<file path="src/rtl/pic_pkg.sv">
`timescale 1ns/1ps
// Package pic_pkg
// Shared command encodings and the acknowledge phase type for the
// interrupt controller core. Field positions here are the contract with
// software, so the bit numbers are fixed rather than parameters.
package pic_pkg;

    // Kind of word carried on the write port.
    typedef enum logic [1:0] {
        WSEL_MASK = 2'b00,
        WSEL_EOI  = 2'b01,
        WSEL_MODE = 2'b10,
        WSEL_RSVD = 2'b11
    } wsel_e;

    // EOI word: bit 3 selects specific, low bits carry the level.
    localparam int EOI_SPECIFIC_BIT = 3;

    // Mode word fields.
    localparam int MODE_SMM_VAL_BIT  = 0;
    localparam int MODE_SMM_EN_BIT   = 1;
    localparam int MODE_AEOI_VAL_BIT = 2;
    localparam int MODE_AEOI_EN_BIT  = 3;

    // Position inside the two-pulse acknowledge.
    typedef enum logic {
        ACK_FIRST  = 1'b0,
        ACK_SECOND = 1'b1
    } ack_phase_e;

endpackage

</file>
<file path="src/rtl/pic_prio_enc.sv">
`timescale 1ns/1ps
// Module pic_prio_enc
// Finds the lowest set index of a vector (index 0 is highest priority).
// Assumes N >= 2. Purely combinational.
module pic_prio_enc #(
    parameter int N = 8,
    localparam int LW = $clog2(N)
) (
    input  logic [N-1:0]  vec_i,
    output logic          found_o,
    output logic [LW-1:0] idx_o
);

    // Scan from the lowest priority upward so the last hit is the winner.
    always_comb begin
        found_o = 1'b0;
        idx_o   = '0;
        for (int i = N - 1; i >= 0; i--) begin
            if (vec_i[i]) begin
                found_o = 1'b1;
                idx_o   = LW'(i);
            end
        end
    end

endmodule

</file>
<file path="src/rtl/pic_req_reg.sv">
`timescale 1ns/1ps
// Module pic_req_reg
// Pending-request register. Each input is either level triggered (the
// bit follows the input one cycle later) or edge triggered (the bit is
// set on a rising edge and held until the acknowledge clears it).
// Assumes ack_clr_i has at most one bit set. A new rising edge in the
// same cycle as the clear wins.
module pic_req_reg #(
    parameter int N = 8
) (
    input  logic         clk,
    input  logic         rst_n,
    input  logic [N-1:0] irq_i,
    input  logic [N-1:0] lvl_mode_i,
    input  logic [N-1:0] ack_clr_i,
    output logic [N-1:0] irr_o
);

    logic [N-1:0] prev_q;
    logic [N-1:0] irr_q;
    logic [N-1:0] irr_d;

    // Per-input next-state selection by trigger mode.
    for (genvar g = 0; g < N; g++) begin : g_bit
        logic rise;
        assign rise     = irq_i[g] & ~prev_q[g];
        assign irr_d[g] = lvl_mode_i[g] ? irq_i[g]
                                        : (rise | (irr_q[g] & ~ack_clr_i[g]));
    end

    // Register the request bits and the input history used for edge detection.
    always_ff @(posedge clk) begin
        if (!rst_n) begin
            prev_q <= '0;
            irr_q  <= '0;
        end else begin
            prev_q <= irq_i;
            irr_q  <= irr_d;
        end
    end

    assign irr_o = irr_q;

endmodule

</file>
<file path="src/rtl/pic_resolver.sv">
`timescale 1ns/1ps
// Module pic_resolver
// Decides which pending request may be granted and which in-service bit
// a non-specific EOI would retire, under normal or special mask mode.
// Assumes registered inputs; the outputs are combinational.
module pic_resolver #(
    parameter int N = 8,
    localparam int LW = $clog2(N)
) (
    input  logic [N-1:0]  irr_i,
    input  logic [N-1:0]  isr_i,
    input  logic [N-1:0]  imr_i,
    input  logic          smm_i,
    output logic          grant_vld_o,
    output logic [LW-1:0] grant_idx_o,
    output logic          eoi_vld_o,
    output logic [LW-1:0] eoi_idx_o
);

    logic          hi_found;
    logic [LW-1:0] hi_idx;
    logic [N-1:0]  allowed;
    logic [N-1:0]  req_ok;
    logic [N-1:0]  eoi_cand;

    // Highest-priority level currently in service (used in normal mode).
    pic_prio_enc #(.N(N)) u_isr_top (
        .vec_i   (isr_i),
        .found_o (hi_found),
        .idx_o   (hi_idx)
    );

    // Which request positions the in-service state leaves open.
    always_comb begin
        for (int i = 0; i < N; i++) begin
            if (smm_i) begin
                allowed[i] = ~isr_i[i];
            end else begin
                allowed[i] = !hi_found || (LW'(i) < hi_idx);
            end
        end
    end

    // Eligible requests and the non-specific EOI candidates.
    always_comb begin
        req_ok   = irr_i & ~imr_i & allowed;
        eoi_cand = smm_i ? (isr_i & ~imr_i) : isr_i;
    end

    pic_prio_enc #(.N(N)) u_grant (
        .vec_i   (req_ok),
        .found_o (grant_vld_o),
        .idx_o   (grant_idx_o)
    );

    pic_prio_enc #(.N(N)) u_eoi (
        .vec_i   (eoi_cand),
        .found_o (eoi_vld_o),
        .idx_o   (eoi_idx_o)
    );

endmodule

</file>
<file path="src/rtl/pic_ack_seq.sv">
`timescale 1ns/1ps
// Module pic_ack_seq
// Tracks the two-pulse acknowledge. The first pulse latches the granted
// level (or the spurious level when nothing is eligible) and asks for the
// in-service bit to be set. The second pulse presents the level for one
// cycle and, in automatic-EOI mode, requests a non-specific EOI.
// Assumes each acknowledge pulse is exactly one cycle of ack_i high.
module pic_ack_seq #(
    parameter int N = 8,
    localparam int LW = $clog2(N)
) (
    input  logic          clk,
    input  logic          rst_n,
    input  logic          ack_i,
    input  logic          grant_vld_i,
    input  logic [LW-1:0] grant_idx_i,
    input  logic          aeoi_en_i,
    output logic          set_vld_o,
    output logic          auto_eoi_o,
    output logic          phase_o,
    output logic          vec_valid_o,
    output logic [LW-1:0] vec_o
);

    import pic_pkg::*;

    localparam logic [LW-1:0] SPUR_LVL = LW'(N - 1);

    ack_phase_e    phase_q;
    logic [LW-1:0] lvl_q;
    logic          spur_q;
    logic          vec_valid_q;
    logic [LW-1:0] vec_q;
    logic          first_pulse;
    logic          second_pulse;

    // Decode which pulse of the sequence is arriving.
    always_comb begin
        first_pulse  = ack_i && (phase_q == ACK_FIRST);
        second_pulse = ack_i && (phase_q == ACK_SECOND);
        set_vld_o    = first_pulse && grant_vld_i;
        auto_eoi_o   = second_pulse && aeoi_en_i && !spur_q;
    end

    // Advance the sequence, remember the level and drive the level strobe.
    always_ff @(posedge clk) begin
        if (!rst_n) begin
            phase_q     <= ACK_FIRST;
            lvl_q       <= '0;
            spur_q      <= 1'b0;
            vec_valid_q <= 1'b0;
            vec_q       <= '0;
        end else begin
            vec_valid_q <= second_pulse;
            if (first_pulse) begin
                phase_q <= ACK_SECOND;
                lvl_q   <= grant_vld_i ? grant_idx_i : SPUR_LVL;
                spur_q  <= !grant_vld_i;
            end else if (second_pulse) begin
                phase_q <= ACK_FIRST;
                vec_q   <= lvl_q;
            end
        end
    end

    assign phase_o     = phase_q;
    assign vec_valid_o = vec_valid_q;
    assign vec_o       = vec_q;

endmodule

</file>
<file path="src/rtl/prio_irq_core.sv">
`timescale 1ns/1ps
// Module prio_irq_core
// Eight-way (by default) fixed-priority interrupt controller core.
// Holds the mask, in-service and mode state, decodes command writes and
// combines the request register, resolver and acknowledge sequencer.
// Assumes DATA_W >= NUM_IN and DATA_W >= 4, and NUM_IN a power of two.
module prio_irq_core #(
    parameter int NUM_IN = 8,
    parameter int DATA_W = 8,
    localparam int LVL_W = $clog2(NUM_IN)
) (
    input  logic              clk,
    input  logic              rst_n,
    input  logic [NUM_IN-1:0] irq_i,
    input  logic [NUM_IN-1:0] trig_level_i,
    input  logic              wr_en_i,
    input  logic [1:0]        wr_sel_i,
    input  logic [DATA_W-1:0] wr_data_i,
    input  logic              ack_i,
    output logic              int_o,
    output logic              vec_valid_o,
    output logic [LVL_W-1:0]  vec_o,
    output logic [NUM_IN-1:0] isr_o
);

    import pic_pkg::*;

    logic [NUM_IN-1:0] irr_q;
    logic [NUM_IN-1:0] isr_q;
    logic [NUM_IN-1:0] imr_q;
    logic              smm_q;
    logic              aeoi_q;

    logic              grant_vld;
    logic [LVL_W-1:0]  grant_idx;
    logic              eoi_vld;
    logic [LVL_W-1:0]  eoi_idx;
    logic              set_vld;
    logic              auto_eoi;
    logic              ack_phase;

    wsel_e             wsel;
    logic              eoi_wr;
    logic              eoi_spec;
    logic [NUM_IN-1:0] set_mask;
    logic [NUM_IN-1:0] clr_mask;

    // Pending requests with per-input trigger mode.
    pic_req_reg #(.N(NUM_IN)) u_req (
        .clk        (clk),
        .rst_n      (rst_n),
        .irq_i      (irq_i),
        .lvl_mode_i (trig_level_i),
        .ack_clr_i  (set_mask),
        .irr_o      (irr_q)
    );

    // Priority decision for grants and non-specific EOIs.
    pic_resolver #(.N(NUM_IN)) u_res (
        .irr_i       (irr_q),
        .isr_i       (isr_q),
        .imr_i       (imr_q),
        .smm_i       (smm_q),
        .grant_vld_o (grant_vld),
        .grant_idx_o (grant_idx),
        .eoi_vld_o   (eoi_vld),
        .eoi_idx_o   (eoi_idx)
    );

    // Two-pulse acknowledge handshake.
    pic_ack_seq #(.N(NUM_IN)) u_ack (
        .clk         (clk),
        .rst_n       (rst_n),
        .ack_i       (ack_i),
        .grant_vld_i (grant_vld),
        .grant_idx_i (grant_idx),
        .aeoi_en_i   (aeoi_q),
        .set_vld_o   (set_vld),
        .auto_eoi_o  (auto_eoi),
        .phase_o     (ack_phase),
        .vec_valid_o (vec_valid_o),
        .vec_o       (vec_o)
    );

    // Decode the write port and build the in-service set and clear masks.
    always_comb begin
        wsel     = wsel_e'(wr_sel_i);
        eoi_wr   = wr_en_i && (wsel == WSEL_EOI);
        eoi_spec = wr_data_i[EOI_SPECIFIC_BIT];
        set_mask = set_vld ? (NUM_IN'(1) << grant_idx) : '0;
        clr_mask = '0;
        if (eoi_wr && eoi_spec) begin
            clr_mask = clr_mask | (NUM_IN'(1) << wr_data_i[LVL_W-1:0]);
        end
        if (((eoi_wr && !eoi_spec) || auto_eoi) && eoi_vld) begin
            clr_mask = clr_mask | (NUM_IN'(1) << eoi_idx);
        end
    end

    // In-service register: acknowledge sets, EOI commands clear.
    always_ff @(posedge clk) begin
        if (!rst_n) begin
            isr_q <= '0;
        end else begin
            isr_q <= (isr_q | set_mask) & ~clr_mask;
        end
    end

    // Mask register and mode flags loaded from command writes.
    always_ff @(posedge clk) begin
        if (!rst_n) begin
            imr_q  <= '0;
            smm_q  <= 1'b0;
            aeoi_q <= 1'b0;
        end else if (wr_en_i) begin
            if (wsel == WSEL_MASK) begin
                imr_q <= wr_data_i[NUM_IN-1:0];
            end
            if (wsel == WSEL_MODE) begin
                if (wr_data_i[MODE_SMM_EN_BIT]) begin
                    smm_q <= wr_data_i[MODE_SMM_VAL_BIT];
                end
                if (wr_data_i[MODE_AEOI_EN_BIT]) begin
                    aeoi_q <= wr_data_i[MODE_AEOI_VAL_BIT];
                end
            end
        end
    end

    assign int_o = grant_vld;
    assign isr_o = isr_q;

endmodule

</file>
<file path="config.mk">
export PLATFORM = sky130hd
export DESIGN_NAME = prio_irq_core
export DESIGN_NICKNAME = d
export VERILOG_FILES = /design/src/rtl/pic_pkg.sv /design/src/rtl/pic_prio_enc.sv /design/src/rtl/pic_req_reg.sv /design/src/rtl/pic_resolver.sv /design/src/rtl/pic_ack_seq.sv /design/src/rtl/prio_irq_core.sv
export SDC_FILE = /design/constraint.sdc
export NUM_CORES = 1
export LEC_CHECK = 0
export CAP_MARGIN = 20
export CORE_ASPECT_RATIO = 1.2
export CORE_MARGIN = 3
export CORE_UTILIZATION = 55
export DETAILED_ROUTE_END_ITERATION = 6
export PLACE_DENSITY = 0.83
export SETUP_SLACK_MARGIN = 0.05
export SYNTH_ARGS = -nofsm -noshare
export SYNTH_HDL_FRONTEND = slang
export SYNTH_HIERARCHICAL = 1
export SYNTH_SLANG_ARGS = --single-unit
</file>
<file path="constraint.sdc">
create_clock -name clk -period 5.1 [get_ports clk]
set_clock_uncertainty 0.15 [all_clocks]
set_input_delay 1.02 -clock clk [delete_from_list [all_inputs] [get_ports clk]]
set_output_delay 1.02 -clock clk [all_outputs]
set_load 0.05 [all_outputs]
</file>
==> results of run 1 <==
## worst max-delay path by stage
stage | endpoint | from | slack, ns
after global routing | int_o | isr_o[7] | 0.35
after floorplan | int_o | isr_o[7] | 1.38
after detailed placement | int_o | isr_o[7] | 0.94
after CTS | int_o | isr_o[7] | 0.58
after global placement | int_o | isr_o[5] | 1.02
final | int_o | isr_o[7] | 0.54
## worst register-to-register path: stages (launching register included)
cell and delay [ns]:
dfxtp_1 0.45, o21ai_0 0.15, a211oi_1 0.68, nand3_1 0.16, a221oi_1 0.43, o21ai_0 0.17, a211oi_1 0.74, and4b_1 0.37
and4bb_1 0.20, a21o_1 0.14
## flip-flops by register name (all words and copies together), names as in the netlist, 3 cells and up
signal,count
imr_q,8
isr_o,8
u_ack/lvl_q,3
u_ack/vec_o,3
u_req/irr_o,8
u_req/prev_q,8
## cells by family after synthesis
family | after synthesis | share of synthesized area [%]
AOI/OAI and AO/OA | 67 | 23.74
xor gates and xnor gates | 1 | 0.3552
buffers and inverters | 17 | 4.008
and+or+nand+nor | 103 | 32.93
muxes | 10 | 4.059
DFF | 43 | 34.91
## through the flow
stage / setup slack, ns / util (%)
after floorplan: 1.381 / -
final: 0.5383 / 71.04
after global routing: 0.3541 / 71.04
after CTS: 0.5817 / 71.04
after global placement: 1.021 / 67.95
after detailed placement: 0.9369 / 67.95
## cell usage after synthesis, drive strengths merged (2+ instances only)
master | count | area share, %
a2111oi | 3 | 1.8
a211oi | 3 | 0.91
a21bo | 3 | 1.2
a21boi | 8 | 2.4
a21o | 8 | 2.4
a21oi | 8 | 1.9
a221oi | 13 | 7.2
and2 | 10 | 3.4
and4 | 2 | 0.76
and4b | 5 | 2.2
and4bb | 10 | 5.1
buf | 6 | 2.3
dfxtp | 43 | 35
inv | 10 | 1.5
mux2i | 10 | 4.1
nand2 | 6 | 0.91
nand2b | 15 | 3.8
nand3 | 4 | 0.81
nand4b | 2 | 0.71
nand4bb | 4 | 1.8
nor2 | 9 | 1.4
nor2b | 22 | 5.7
nor3b | 2 | 1.3
nor4 | 6 | 2.3
nor4b | 2 | 1.6
o211a | 4 | 1.6
o21ai | 11 | 2.2
o21bai | 3 | 0.91
o41ai | 3 | 1.1
## area by class of cell
class,count,area (um^2)
multi-input combinational,181,1506
fill,341,1244
sequential,43,860.8
timing repair buffer,45,442.9
clock buffer,6,72.57
tap,56,70.07
clock inverter,2,60.06
inverter,10,37.54
## per-layer routing
metal	vias to the layer above	track usage, %
li1	1008	-
met1	992	29.82
met2	60	35.79
met3	10	3.960
met4	0	7.302
met5	-	0
## power groups by stage
stage | Clock [mW] | Sequential [mW] | Combinational [mW]
after floorplan | 0 | 0.489 | 0.615
after global placement | 0 | 0.433 | 0.878
after detailed placement | 0 | 0.436 | 0.886
after CTS | 0.318 | 0.428 | 0.890
after global routing | 0.333 | 0.436 | 0.971
final | 0.313 | 0.429 | 0.898
==> impl_metrics.ini, run 1 <==
[critical_path]
crit_fanout = 7
path_common_cell = nand2_1
cpPeakStageDelay_ns = 0.84
required_ns = 3.93
rr_endpoint = u_req/irr_o[6]
cp_top_family = compound AO/OA/AOI/OAI gates
critical_path_class = flop to output pin
critPathArrivalTime_ns = 3.39
rr_worst_depth = 9
critPathSlowestCell = clkdlybuf4s50_1
cp_num_buf_inv = 1
reg2reg_slack_ns = 1.35
crit_chain = o21ai_0 -> a211oi_1 -> nand2_1 -> a221oi_1 -> nor4_2 -> nand2_1 -> clkdlybuf4s50_1
end_kind = output pin
start_kind = flop
r2r-start = isr_o[7]
path_depth = 7

[floorplan]
initial_core_util_pct = 57.43
dieArea_um2 = 5326
core_um2 = 4294
die_w_um = 67.13
num_rows = 26
io_pins = 43
fp.dieH_um = 79.35

[power]
p_leak_nw = 1.208
power_density_nw_per_um2 = 537.6
vdd_drop_max_uv = 315.1
power_frac_clock_pct = 19.1
finalPower_mw = 1.640
switching_share_pct = 41.48
internal_power_mw = 0.9598
p_switching_mw = 0.6802
p_seq_share_pct = 26.2
combPwrFrac_pct = 54.8

[cells_and_area]
final_cells = 343
fin_area_um2 = 3050
syn2layout_area_growth_pct = 23.69
mostFrequentLayoutCell = dfxtp_1
antenna_cells = 0
layout-drive-gt1-share_pct = 16.38
final_nets = 316
layout_common_cells = dfxtp_1, clkdlybuf4s50_1, nor2b_1, nand2b_1

[timing]
slew_headroom_pct = 44.29
post-route-period-util_pct = 89.45
fmax_mhz = 219.2
rsz0062_at_grt = false
hold_viol = 0
period_needed_ns = 4.562
worstMarginPinSlew_ns = 0.8307
slew_violations = 0
setup_viol = 0
whs_ns = 0.3260
fin_tns_setup_ns = 0

[clock_network]
cts_htree_levels = 2
cts_hold_buf = 0
cts_max_path_buffers = 2
numCtsBuffers = 5
cts.root.buffer_cell = clkbuf_8
post_cts_buffers = 0
clkSinkCount = 43
cts_tree = yes
cts.clk_slew.worst_paths_ns = 0.09
cts_resized = 0
clk_latency_ns = 0.30

[placement]
io_buffers = 42
place_congestion = 0.8799
postPlaceCellArea_um2 = 2918
place_hpwl_mm = 4.217
dp_cells = 335

[hold_path]
hold_start = u_req/prev_q[1]
holdPathEnd = u_req/irr_o[1]
hold_depth = 2
hp-class = flop to flop

[synth]
synth_cell_types = 49
ys_seq_area_share_pct = 34.91
ys_ff_latch = 43
synth_cells = 241
synthArstFlopShare_pct = 0
syn_area_um2 = 2466
synth_edf_count = 0
avgSynthCellArea_um2 = 10.23
ys_warn_count = 6
synth-main-ff-cell = dfxtp_1
syn_nets = 271

[routing]
via_per_inst = 6.035
wl_met2_mm = 2.703
drtAntennaViolNets = 0
wl_per_cell_um = 16.27
wl_mm = 5.582
drtPass1Iterations = 4
wl_met1_mm = 2.493
drt_iter0_markers = 126
top_layer_used = met4
dr_wl_met3_um = 256
drc = 0
vias = 2070

[grt]
grt-ovfl-total = 0
antenna_found_initial = 0
grt_use_total_pct = 22.28
grt_pass1_wl_mm = 9.204
grt_pass1_vias = 1939
grt_max_degree = 41

[status]
outcome = finished, final reports clean

[flow_run]
cap_viol_max_count = 0
(Power assumes the default switching activity.)
==> run 2, diff against run 1 <==
- CAP_MARGIN: 20 -> default
==> results of run 2 <==
The final DEF is identical to that of run 1; final timing and power are the same.
